[src/rtl/sfg_pkg.sv]
`timescale 1ns/1ps
package sfg_pkg;

  localparam int VEC_BITS = 3;
  localparam int NUM_VEC  = 8;
  localparam int NUM_FLT  = 8;
  localparam int MAX_W    = (NUM_VEC > NUM_FLT) ? NUM_VEC : NUM_FLT;
  localparam int CNT_W    = $clog2(MAX_W + 1);

  // Forcing points inside the faulty copy
  typedef enum logic [2:0] {
    S_INV_OUT  = 3'd0,
    S_AND1_INV = 3'd1,
    S_AND1_B   = 3'd2,
    S_AND1_OUT = 3'd3,
    S_AND2_B   = 3'd4,
    S_AND2_OUT = 3'd5,
    S_OUT      = 3'd6
  } site_e;

  typedef struct packed {
    site_e site;
    logic  stuck;
  } fault_t;

  // Collapsed fault list, index 0 is F1
  function automatic fault_t fault_of(input logic [2:0] idx);
    fault_t f;
    case (idx)
      3'd0:    f = '{site: S_INV_OUT,  stuck: 1'b1};
      3'd1:    f = '{site: S_AND1_B,   stuck: 1'b1};
      3'd2:    f = '{site: S_AND2_B,   stuck: 1'b1};
      3'd3:    f = '{site: S_AND1_INV, stuck: 1'b1};
      3'd4:    f = '{site: S_AND1_OUT, stuck: 1'b0};
      3'd5:    f = '{site: S_AND2_OUT, stuck: 1'b0};
      3'd6:    f = '{site: S_OUT,      stuck: 1'b1};
      default: f = '{site: S_OUT,      stuck: 1'b0};
    endcase
    return f;
  endfunction

  // Netlist with a forcing mux at every site; v = {C,B,A}
  function automatic logic eval_net(input logic [2:0] v, input logic inj, input fault_t f);
    logic a, b, c, inv, g1a, g1b, g1, g2b, g2, z;
    a   = v[0];
    b   = v[1];
    c   = v[2];
    inv = ~a;
    if (inj && f.site == S_INV_OUT)  inv = f.stuck;
    g1a = inv;
    if (inj && f.site == S_AND1_INV) g1a = f.stuck;
    g1b = b;
    if (inj && f.site == S_AND1_B)   g1b = f.stuck;
    g1  = g1a & g1b;
    if (inj && f.site == S_AND1_OUT) g1  = f.stuck;
    g2b = b;
    if (inj && f.site == S_AND2_B)   g2b = f.stuck;
    g2  = g2b & c;
    if (inj && f.site == S_AND2_OUT) g2  = f.stuck;
    z   = g1 | g2;
    if (inj && f.site == S_OUT)      z   = f.stuck;
    return z;
  endfunction

  function automatic logic [CNT_W-1:0] count_ones(input logic [MAX_W-1:0] x);
    logic [CNT_W-1:0] n;
    n = '0;
    for (int i = 0; i < MAX_W; i++) n = n + CNT_W'(x[i]);
    return n;
  endfunction

endpackage

[src/rtl/sfg_sequencer.sv]
`timescale 1ns/1ps
module sfg_sequencer import sfg_pkg::*; #(
  parameter int VEC_N = NUM_VEC,
  parameter int FLT_N = NUM_FLT,
  parameter int VB    = VEC_BITS
) (
  input  logic                     clk,
  input  logic                     rst_n,
  input  logic                     start,
  input  logic [VEC_N*VB-1:0]      order_in,
  output logic                     busy,
  output logic                     done,
  output logic                     clear,
  output logic [$clog2(FLT_N)-1:0] flt_idx,
  output logic [$clog2(VEC_N)-1:0] pos_idx,
  output logic [VB-1:0]            cur_vec
);

  localparam int PAIR_N = VEC_N * FLT_N;
  localparam int PC_W   = $clog2(PAIR_N);
  localparam int PI_W   = $clog2(VEC_N);

  logic [PC_W-1:0]       pair_q;
  logic [VEC_N*VB-1:0]   order_q;
  logic                  last_pair;

  assign clear     = start && !busy;
  assign last_pair = (pair_q == PC_W'(PAIR_N - 1));
  assign flt_idx   = pair_q[PC_W-1:PI_W];
  assign pos_idx   = pair_q[PI_W-1:0];
  assign cur_vec   = order_q[pos_idx*VB +: VB];

  always_ff @(posedge clk or negedge rst_n) begin
    if (!rst_n) begin
      busy    <= 1'b0;
      done    <= 1'b0;
      pair_q  <= '0;
      order_q <= '0;
    end else if (clear) begin
      busy    <= 1'b1;
      done    <= 1'b0;
      pair_q  <= '0;
      order_q <= order_in;
    end else if (busy) begin
      if (last_pair) begin
        busy   <= 1'b0;
        done   <= 1'b1;
        pair_q <= '0;
      end else begin
        pair_q <= pair_q + PC_W'(1);
      end
    end
  end

  p_accept_r6: assert property (@(posedge clk) disable iff (!rst_n)
    (start && !busy) |=> (busy && !done && pair_q == '0));

  p_run_length_r5: assert property (@(posedge clk) disable iff (!rst_n)
    (busy && !last_pair) |=> (busy && !done));

  p_finish_r5: assert property (@(posedge clk) disable iff (!rst_n)
    (busy && last_pair) |=> (done && !busy));

  p_start_ignored_r7: assert property (@(posedge clk) disable iff (!rst_n)
    (busy && start && !last_pair) |=> (pair_q == $past(pair_q) + PC_W'(1) && $stable(order_q)));

  p_done_hold_r5: assert property (@(posedge clk) disable iff (!rst_n)
    (done && !start) |=> done);

endmodule

[src/rtl/sfg_fault_pair.sv]
`timescale 1ns/1ps
module sfg_fault_pair import sfg_pkg::*; #(
  parameter int FLT_N = NUM_FLT
) (
  input  logic                     clk,
  input  logic                     rst_n,
  input  logic [2:0]               vec,
  input  logic                     inj_en,
  input  logic [$clog2(FLT_N)-1:0] flt_idx,
  output logic                     good_z,
  output logic                     bad_z,
  output logic                     mismatch
);

  logic   n_inv, n_and1, n_and2;
  fault_t sel;

  // Fault-free copy as plain gates
  always_comb begin
    n_inv  = ~vec[0];
    n_and1 = n_inv & vec[1];
    n_and2 = vec[1] & vec[2];
    good_z = n_and1 | n_and2;
  end

  // Faulty copy with forcing points
  assign sel      = fault_of(3'(flt_idx));
  assign bad_z    = eval_net(vec, inj_en, sel);
  assign mismatch = good_z ^ bad_z;

  p_no_inj_agree_r3: assert property (@(posedge clk) disable iff (!rst_n)
    !inj_en |-> !mismatch);

  p_out_sa1_r2: assert property (@(posedge clk) disable iff (!rst_n)
    (inj_en && flt_idx == 3'd6) |-> bad_z);

  p_out_sa0_r2: assert property (@(posedge clk) disable iff (!rst_n)
    (inj_en && flt_idx == 3'd7) |-> !bad_z);

endmodule

[src/rtl/sfg_dictionary.sv]
`timescale 1ns/1ps
module sfg_dictionary import sfg_pkg::*; #(
  parameter int VEC_N = NUM_VEC,
  parameter int FLT_N = NUM_FLT
) (
  input  logic                     clk,
  input  logic                     rst_n,
  input  logic                     clear,
  input  logic                     wr,
  input  logic                     done,
  input  logic [$clog2(FLT_N)-1:0] flt_idx,
  input  logic [$clog2(VEC_N)-1:0] pos_idx,
  input  logic                     good_z,
  input  logic                     bad_z,
  input  logic                     miss,
  input  logic [$clog2(FLT_N)-1:0] rd_idx,
  output logic [VEC_N-1:0]         rd_fail,
  output logic [VEC_N-1:0]         rd_bad,
  output logic [VEC_N-1:0]         good_resp,
  output logic [FLT_N*VEC_N-1:0]   fail_flat
);

  localparam int PI_W = $clog2(VEC_N);

  logic [VEC_N-1:0] fail_q [FLT_N];
  logic [VEC_N-1:0] bad_q  [FLT_N];
  logic [VEC_N-1:0] good_q;
  logic [PI_W-1:0]  col;

  // First applied vector lands in the most significant bit
  assign col = PI_W'(VEC_N - 1) - pos_idx;

  always_ff @(posedge clk or negedge rst_n) begin
    if (!rst_n) begin
      good_q <= '0;
      for (int f = 0; f < FLT_N; f++) begin
        fail_q[f] <= '0;
        bad_q[f]  <= '0;
      end
    end else if (clear) begin
      good_q <= '0;
      for (int f = 0; f < FLT_N; f++) begin
        fail_q[f] <= '0;
        bad_q[f]  <= '0;
      end
    end else if (wr) begin
      fail_q[flt_idx][col] <= miss;
      bad_q[flt_idx][col]  <= bad_z;
      good_q[col]          <= good_z;
    end
  end

  assign rd_fail   = fail_q[rd_idx];
  assign rd_bad    = bad_q[rd_idx];
  assign good_resp = good_q;

  for (genvar g = 0; g < FLT_N; g++) begin : g_flat
    assign fail_flat[g*VEC_N +: VEC_N] = fail_q[g];

    p_sig_consistent_r3: assert property (@(posedge clk) disable iff (!rst_n)
      done |-> (fail_q[g] == (good_q ^ bad_q[g])));
  end

endmodule

[src/rtl/sfg_grader.sv]
`timescale 1ns/1ps
module sfg_grader import sfg_pkg::*; #(
  parameter int VEC_N = NUM_VEC,
  parameter int FLT_N = NUM_FLT
) (
  input  logic                     clk,
  input  logic                     rst_n,
  input  logic                     done,
  input  logic [FLT_N*VEC_N-1:0]   fail_flat,
  input  logic [$clog2(FLT_N)-1:0] rd_idx,
  output logic [CNT_W-1:0]         rd_hits,
  output logic [VEC_N*CNT_W-1:0]   vec_hits,
  output logic [VEC_N*CNT_W-1:0]   cum_cov,
  output logic [FLT_N*FLT_N-1:0]   equiv
);

  logic [VEC_N-1:0] row     [FLT_N];
  logic [FLT_N-1:0] det     [VEC_N];
  logic [FLT_N-1:0] seen_at [VEC_N];

  for (genvar f = 0; f < FLT_N; f++) begin : g_row
    assign row[f] = fail_flat[f*VEC_N +: VEC_N];
  end

  assign rd_hits = count_ones(MAX_W'(row[rd_idx]));

  for (genvar p = 0; p < VEC_N; p++) begin : g_pos
    for (genvar f = 0; f < FLT_N; f++) begin : g_det
      assign det[p][f] = row[f][VEC_N-1-p];
    end
    if (p == 0) begin : g_first
      assign seen_at[p] = det[p];
    end else begin : g_next
      assign seen_at[p] = seen_at[p-1] | det[p];
    end
    assign vec_hits[p*CNT_W +: CNT_W] = count_ones(MAX_W'(det[p]));
    assign cum_cov[p*CNT_W +: CNT_W]  = count_ones(MAX_W'(seen_at[p]));

    p_hits_within_cov_r9: assert property (@(posedge clk) disable iff (!rst_n)
      vec_hits[p*CNT_W +: CNT_W] <= cum_cov[p*CNT_W +: CNT_W]);

    if (p > 0) begin : g_mono
      p_cov_monotone_r9: assert property (@(posedge clk) disable iff (!rst_n)
        cum_cov[p*CNT_W +: CNT_W] >= cum_cov[(p-1)*CNT_W +: CNT_W]);
    end
  end

  for (genvar i = 0; i < FLT_N; i++) begin : g_eq_i
    for (genvar j = 0; j < FLT_N; j++) begin : g_eq_j
      if (i == j) begin : g_diag
        assign equiv[i*FLT_N + j] = 1'b0;
      end else begin : g_off
        assign equiv[i*FLT_N + j] = done && (row[i] == row[j]);

        p_equiv_weight_r10: assert property (@(posedge clk) disable iff (!rst_n)
          equiv[i*FLT_N + j] |-> (count_ones(MAX_W'(row[i])) == count_ones(MAX_W'(row[j]))));
      end
    end
  end

endmodule

[src/rtl/stuck_fault_grader.sv]
`timescale 1ns/1ps
module stuck_fault_grader import sfg_pkg::*; #(
  parameter int VEC_N = NUM_VEC,
  parameter int FLT_N = NUM_FLT,
  parameter int VB    = VEC_BITS
) (
  input  logic                     clk,
  input  logic                     rst_n,
  input  logic                     start,
  input  logic [VEC_N*VB-1:0]      vec_order,
  output logic                     busy,
  output logic                     done,
  input  logic [$clog2(FLT_N)-1:0] rd_fault,
  output logic [VEC_N-1:0]         rd_fail,
  output logic [VEC_N-1:0]         rd_bad,
  output logic [CNT_W-1:0]         rd_hits,
  output logic [VEC_N-1:0]         good_resp,
  output logic [VEC_N*CNT_W-1:0]   vec_hits,
  output logic [VEC_N*CNT_W-1:0]   cum_cov,
  output logic [FLT_N*FLT_N-1:0]   equiv
);

  localparam int FI_W = $clog2(FLT_N);
  localparam int PI_W = $clog2(VEC_N);

  logic                   clear;
  logic [FI_W-1:0]        flt_idx;
  logic [PI_W-1:0]        pos_idx;
  logic [VB-1:0]          cur_vec;
  logic                   good_z, bad_z, mismatch;
  logic [FLT_N*VEC_N-1:0] fail_flat;

  sfg_sequencer #(.VEC_N(VEC_N), .FLT_N(FLT_N), .VB(VB)) u_seq (
    .clk(clk), .rst_n(rst_n), .start(start), .order_in(vec_order),
    .busy(busy), .done(done), .clear(clear),
    .flt_idx(flt_idx), .pos_idx(pos_idx), .cur_vec(cur_vec)
  );

  sfg_fault_pair #(.FLT_N(FLT_N)) u_pair (
    .clk(clk), .rst_n(rst_n), .vec(3'(cur_vec)), .inj_en(busy),
    .flt_idx(flt_idx), .good_z(good_z), .bad_z(bad_z), .mismatch(mismatch)
  );

  sfg_dictionary #(.VEC_N(VEC_N), .FLT_N(FLT_N)) u_dict (
    .clk(clk), .rst_n(rst_n), .clear(clear), .wr(busy), .done(done),
    .flt_idx(flt_idx), .pos_idx(pos_idx),
    .good_z(good_z), .bad_z(bad_z), .miss(mismatch),
    .rd_idx(rd_fault), .rd_fail(rd_fail), .rd_bad(rd_bad),
    .good_resp(good_resp), .fail_flat(fail_flat)
  );

  sfg_grader #(.VEC_N(VEC_N), .FLT_N(FLT_N)) u_grade (
    .clk(clk), .rst_n(rst_n), .done(done), .fail_flat(fail_flat),
    .rd_idx(rd_fault), .rd_hits(rd_hits), .vec_hits(vec_hits),
    .cum_cov(cum_cov), .equiv(equiv)
  );

endmodule

[config.mk]
export PLATFORM = sky130hd
export DESIGN_NAME = stuck_fault_grader
export DESIGN_NICKNAME = d
export VERILOG_FILES = /design/src/rtl/sfg_pkg.sv /design/src/rtl/sfg_sequencer.sv /design/src/rtl/sfg_fault_pair.sv /design/src/rtl/sfg_dictionary.sv /design/src/rtl/sfg_grader.sv /design/src/rtl/stuck_fault_grader.sv
export SDC_FILE = /design/constraint.sdc
export NUM_CORES = 1
export LEC_CHECK = 0
export ABC_CLOCK_PERIOD_IN_PS = 4200
export BUFFER_PORTS_ARGS = -buffer_cell sky130_fd_sc_hd__buf_2
export CORE_MARGIN = 3
export CORE_UTILIZATION = 50
export DETAILED_ROUTE_END_ITERATION = 12
export GPL_ROUTABILITY_DRIVEN = 1
export PLACE_DENSITY = 0.73
export SLEW_MARGIN = 20
export SYNTH_ARGS = -nofsm -noshare
export SYNTH_HDL_FRONTEND = slang
export SYNTH_SLANG_ARGS = --single-unit
[constraint.sdc]
create_clock -name clk -period 4.2 [get_ports clk]
set_input_delay 0.21 -clock clk [delete_from_list [all_inputs] [get_ports clk]]
set_output_delay 0.21 -clock clk [all_outputs]
set_load 0.005 [all_outputs]
==> metrics.txt, run 1 <==
outcome=finished, violations left; violated checks=setup timing; Clock Path Buffers=2; critical path cell sequence=or3_4, or2_4, or3_4, or2_4, ha_4, inv_2, fa_1, fa_1, inv_2, fa_2, inv_2, fa_2, inv_1, buf_2; total CTS buffers=17; crit path capture type=output pin; Syn Inst Count=1559; Die Y=177 µm; Pre-antenna DRT Iters=5; Relative slew margins=36.7%; peak fanout along the critical path=3; Synth area leader=dfrtp_1; Mean Syn Cell Area=9.40 µm²; Arr. time, crit path=4.37 ns; Cell variety after synth=53; flops & latches, synth=168; Max Fclk=219 MHz; Post-DP HPWL=32.4 mm; vias in the first global route=12100; Clock Pin Slew Worst Setup and Hold Paths=0.06 ns; Post-synth EDFFs=0; Yosys top cell area share=28.7%; WP data required=3.99 ns; Final Hold Violating Endpoints=0; Total GRT Usage=29.2%; worst path bufs/invs=5; critical path startpoint category=flip-flop; commonest non-fill, non-tap cell in the layout=xnor2_1; # clock sinks=168; Max Slew Vio Count=0; commonest non-fill, non-tap cells in the layout=xnor2_1 (204), buf_2 (178), nand2_1 (170); WL per Instance=21.6 µm; largest stage delay on the critical path=0.51 ns; RSZ-0062 raised after global routing=true; CTS tree=yes; GPL Wtd Cong=0.973; Worst path top cell family by delay=adder cells; synth top area cells=dfrtp_1 (29%), xnor2_1 (12%), fa_1 (8.7%), o31ai_2 (6.0%), mux4_2 (4.9%); Worst Tran Pin Value=0.946 ns; largest net degree at the start of global routing=97; nets=1846; Filler cells=2442; Worst-Skew Late Latency=0.43 ns; CP most frequent cell=inv_2; final core occ=58.9%; Setup Skew=0.00901 ns; final setup margin=-0.376 ns; slowest CP cell=fa_1; Yosys warnings=0; CTS root buf=clkbuf_16; final wirelength=45.3 mm; Hold WC Path Type=input port to flip-flop; max_cap viols=0; starting DRC count in detailed routing=1490; num ports=188; Layout area overhead=15.7%; flop2flop setup slack=1.07 ns; Die Footprint=0.0314 mm²; Seq. cell area=0.00420 mm²; prevailing post-synth register cell=dfrtp_1; final setup violation count=10; Core Region=0.0288 mm²; vias per cell=5.96; first-pass GRT wire length=70.5 mm; area occupied by multi-input gates=0.00917 mm²; DRC Markers=0; via count=12500; total gr overflow=0; sequential-to-total area share from yosys stat=28.7%; kind of critical path=flip-flop to output pin; area of the mapped netlist=0.0147 mm²; final period utilization=109%; Initial Util=50.9%; Die X-Extent=177 µm; ANT nets after route=0; Port Buffer Count=179; async set-reset flop share out of synthesis=100%; share of cells above drive strength 1=28.2%; initial antenna violation count=0; Row Count=62; H-tree Lvls=4; Final Critical Period=4.58 ns
-- cells in the mapped netlist (27+ instances only) --
cell,number
xnor2_1,204
nand2_1,170
dfrtp_1,168
inv_1,148
nand3_1,126
clkbuf_1,88
o31ai_2,70
fa_1,64
ha_1,50
buf_4,45
nor4_1,33
mux4_2,32
xor2_1,31
o21ai_0,29
and3_1,28
nand4_1,27
-- sequential cells by signal, summed over array words and instances, names as in the netlist --
| signal | flops |
|---|---|
| u_dict.bad_q | 64 |
| u_dict.fail_flat | 64 |
| u_dict.good_resp | 8 |
| u_seq.busy | 1 |
| u_seq.done | 1 |
| u_seq.order_q | 24 |
| u_seq.pair_q | 6 |
-- stage by stage --
stage	TNS (ns)	hold slack (ns)	instance area (µm²)	cells	setup WS (ns)
3_5_place_dp	-0.0350	0.308	15900	2038	-0.0186
3_3_place_gp	0	0.300	15900	2038	0.00247
5_1_grt	-3.76	0.0640	16900	2099	-0.496
2_1_floorplan	0	-0.0856	14800	1566	0.00313
6_report	-1.95	0.0501	16900	2100	-0.376
4_1_cts	-2.49	0.0365	16800	2096	-0.410
-- repair_timing --
action,CTS,global route
endpoints found under the hold margin,107,0
pin swaps,9,11
endpoints found under the setup margin,13,17
buffers inserted,1,3
hold buffers,25,0
resized for setup,8,27
-- area by class of cell --
cell class	count	area share (%)
Antenna cell	1	0.0148
Multi-Input combinational cell	1071	54.1
Clock inverter	15	1.31
Tap cell	384	2.83
Sequential cell	168	24.8
Timing Repair Buffer	296	11.1
Clock buffer	17	2.51
Inverter	148	3.28
-- final timing paths --
check,start,to,cells past startpoint
worst max-delay path,u_dict.fail_flat[5],cum_cov[25],14
worst min-delay path,start,u_seq.done,2
worst max register to register,u_seq.pair_q[0],u_dict.fail_flat[35],6
worst min register to register,u_seq.order_q[22],u_seq.order_q[22],2
max in group asynchronous,rst_n,u_dict.fail_flat[61],3
min in group asynchronous,rst_n,u_seq.order_q[0],2
-- metal layers --
layer	vias up	GRT usage (%)	wire [µm]
met2	788	45.5	20500
met3	138	5.53	4980
met5	-	0	0
met1	6079	39.6	17700
met4	0	13.3	2190
li1	5506	-	-
-- cells by family (layout without fill, tap and decap cells) --
logic type      count (synthesis)  count (layout)  synth area share (%)
xor+xnor                      235             235                  14.0
buf+inv                       327             476                  10.2
fa+ha+maj                     114             114                  13.0
other cells                     1               9                0.0256
flops                         168             168                  28.7
simple gates                  481             481                  16.3
compound gates                174             174                  10.8
mux                            59              59                  6.96
Power of run 1 is left out: the tool's default activity adds up to more than one toggle a clock period on the data nets, which glitch-free logic cannot reach.
==> inputs of run 2 (changes only) <==
- ABC_CLOCK_PERIOD_IN_PS: 4200 -> 4500
- PLACE_DENSITY: 0.73 -> 0.7
- clock period: 4.2 -> 4.5 ns (I/O delays scaled with it)
==> metrics.txt, run 2 (synthesized netlist as in run 1, its figures left out) <==
outcome=finished, violations left (unchanged); violated checks=setup timing (unchanged); total CTS buffers=17 (unchanged); Clock Pin Slew Worst Setup and Hold Paths=0.07 ns (was 0.06 ns); RSZ-0062 raised after global routing=true (unchanged); first-pass GRT wire length=70.5 mm (about the same); Relative slew margins=33.4% (was 36.7%); final wirelength=46.0 mm (was 45.3 mm); nets=1841 (was 1846); Worst-Skew Late Latency=0.44 ns (was 0.43 ns); Layout area overhead=14.4% (was 15.7%); kind of critical path=flip-flop to output pin (unchanged); Max Slew Vio Count=0 (unchanged); DRC Markers=0 (unchanged); CTS tree=yes (unchanged); starting DRC count in detailed routing=1519 (was 1490); commonest non-fill, non-tap cells in the layout=xnor2_1 (203), buf_2 (178), nand2_1 (170) (was xnor2_1 (204), buf_2 (178), nand2_1 (170)); initial antenna violation count=1 (was 0); global routing's busiest layer=met2 (unchanged); Clock Path Buffers=2 (unchanged); WL per Instance=21.9 µm (was 21.6 µm); Total GRT Usage=29.3% (was 29.2%); peak fanout along the critical path=3 (unchanged); ANT nets after route=0 (unchanged); largest net degree at the start of global routing=97 (unchanged); Final Hold Violating Endpoints=0 (unchanged); WP data required=4.28 ns (was 3.99 ns); worst reg2reg path startpoint=u_seq.pair_q[0] (unchanged); Post-DP HPWL=32.6 mm (was 32.4 mm); final setup violation count=3 (was 10); H-tree Lvls=4 (unchanged); vias in the first global route=12200 (was 12100); Final Critical Period=4.60 ns; Die Footprint=0.0314 mm² (unchanged); Pre-antenna DRT Iters=6 (was 5); final cell count without fillers=2094 (was 2100); placed cell count=2032 (was 2038); CTS root buf=clkbuf_16 (unchanged); max_cap viols=0 (unchanged); met2 Use GR=45.7% (was 45.5%); final period utilization=102%; Hold WC Path Type=input port to flip-flop (unchanged); vias per cell=6.03 (was 5.96); GPL Wtd Cong=0.932 (was 0.973); num ports=188 (unchanged); Die X-Extent=177 µm (unchanged); Worst Tran Pin Value=0.999 ns (was 0.946 ns); Setup Skew=0.0146 ns (was 0.00901 ns); Antenna Cells=0 (was 1); Die Y=177 µm (unchanged); Arr. time, crit path=4.37 ns (about the same); Row Count=62 (unchanged); final setup margin=-0.0955 ns (was -0.376 ns); Max Fclk=218 MHz; via count=12600 (was 12500); # clock sinks=168 (unchanged); Core Region=0.0288 mm² (unchanged); crit path capture type=output pin (unchanged); met3 global-route usage=6.07% (was 5.53%); M1 GR Usage=39.1% (was 39.6%); Worst Setup SP=u_dict.fail_flat[15] (was u_dict.fail_flat[5]); critical path startpoint category=flip-flop (unchanged); Hold Path Origin=start (unchanged); Initial Util=50.9% (unchanged); Port Buffer Count=179 (unchanged); total gr overflow=0 (unchanged); commonest non-fill, non-tap cell in the layout=xnor2_1 (unchanged); share of cells above drive strength 1=27.0% (was 28.2%)
-- run 2: timing repair --
action | 4_1_cts | 5_1_grt
pin swaps | 8 | 3
resized for setup | 17 | 5
buffers inserted | 1 | 4
hold buffers | 25 | 0
endpoints found under the hold margin | 111 | 0
setup endpoints to repair | 5 | 7
-- run 2: path summary, 6_finish.rpt --
check	end	slack (ns)	cells past startpoint
max	cum_cov[29]	-0.1	12
min	u_seq.done	0.08	2
max reg2reg	u_dict.fail_flat[44]	1.21	6
min reg2reg	u_seq.order_q[10]	0.47	2
max in group asynchronous	u_dict.fail_flat[19]	2.96	3
min in group asynchronous	u_seq.order_q[2]	0.41	2
-- run 2: metal layers --
layer	routed length, µm	share of wire (%)
met1	17900	39
met2	20600	45
met3	5130	11
met4	2280	5.0
met5	13	0.028
-- run 2: worst max-delay path, stage by stage, from the launching register on --
cell and delay, ns:
dfrtp_1 0.39, or3_4 0.39, or2_4 0.29, or3_4 0.35, or3_4 0.35, ha_4 0.24, fa_1 0.49, fa_1 0.43
fa_2 0.36, inv_2 0.07, fa_2 0.43, inv_1 0.06, buf_2 0.10
-- run 2: area by class of cell --
| cell class | instances | area (µm²) |
|---|---|---|
| clock buffer | 17 | 425 |
| timing repair buffer | 291 | 1820 |
| fill | 2488 | 12000 |
| tap | 384 | 480 |
| multi-input combinational | 1071 | 9120 |
| clock inverter | 15 | 156 |
| inverter | 148 | 556 |
| sequential | 168 | 4200 |
-- run 2: stage by stage --
| stage | util [%] | hold slack [ns] | TNS [ns] | cell area, µm² | setup WS (ns) |
|---|---|---|---|---|---|
| 3_5_place_dp | 54.9 | 0.353 | 0 | 15800 | 0.0476 |
| 4_1_cts | 58.0 | 0.0711 | -0.124 | 16700 | -0.0871 |
| 6_report | 58.2 | 0.0810 | -0.155 | 16800 | -0.0955 |
| 3_3_place_gp | 54.9 | 0.349 | 0 | 15800 | 0.0930 |
| 5_1_grt | 58.2 | 0.106 | -0.778 | 16800 | -0.213 |
| 2_1_floorplan | - | -0.0706 | 0 | 14700 | 0.0385 |
Power of run 2 is left out for the same reason.
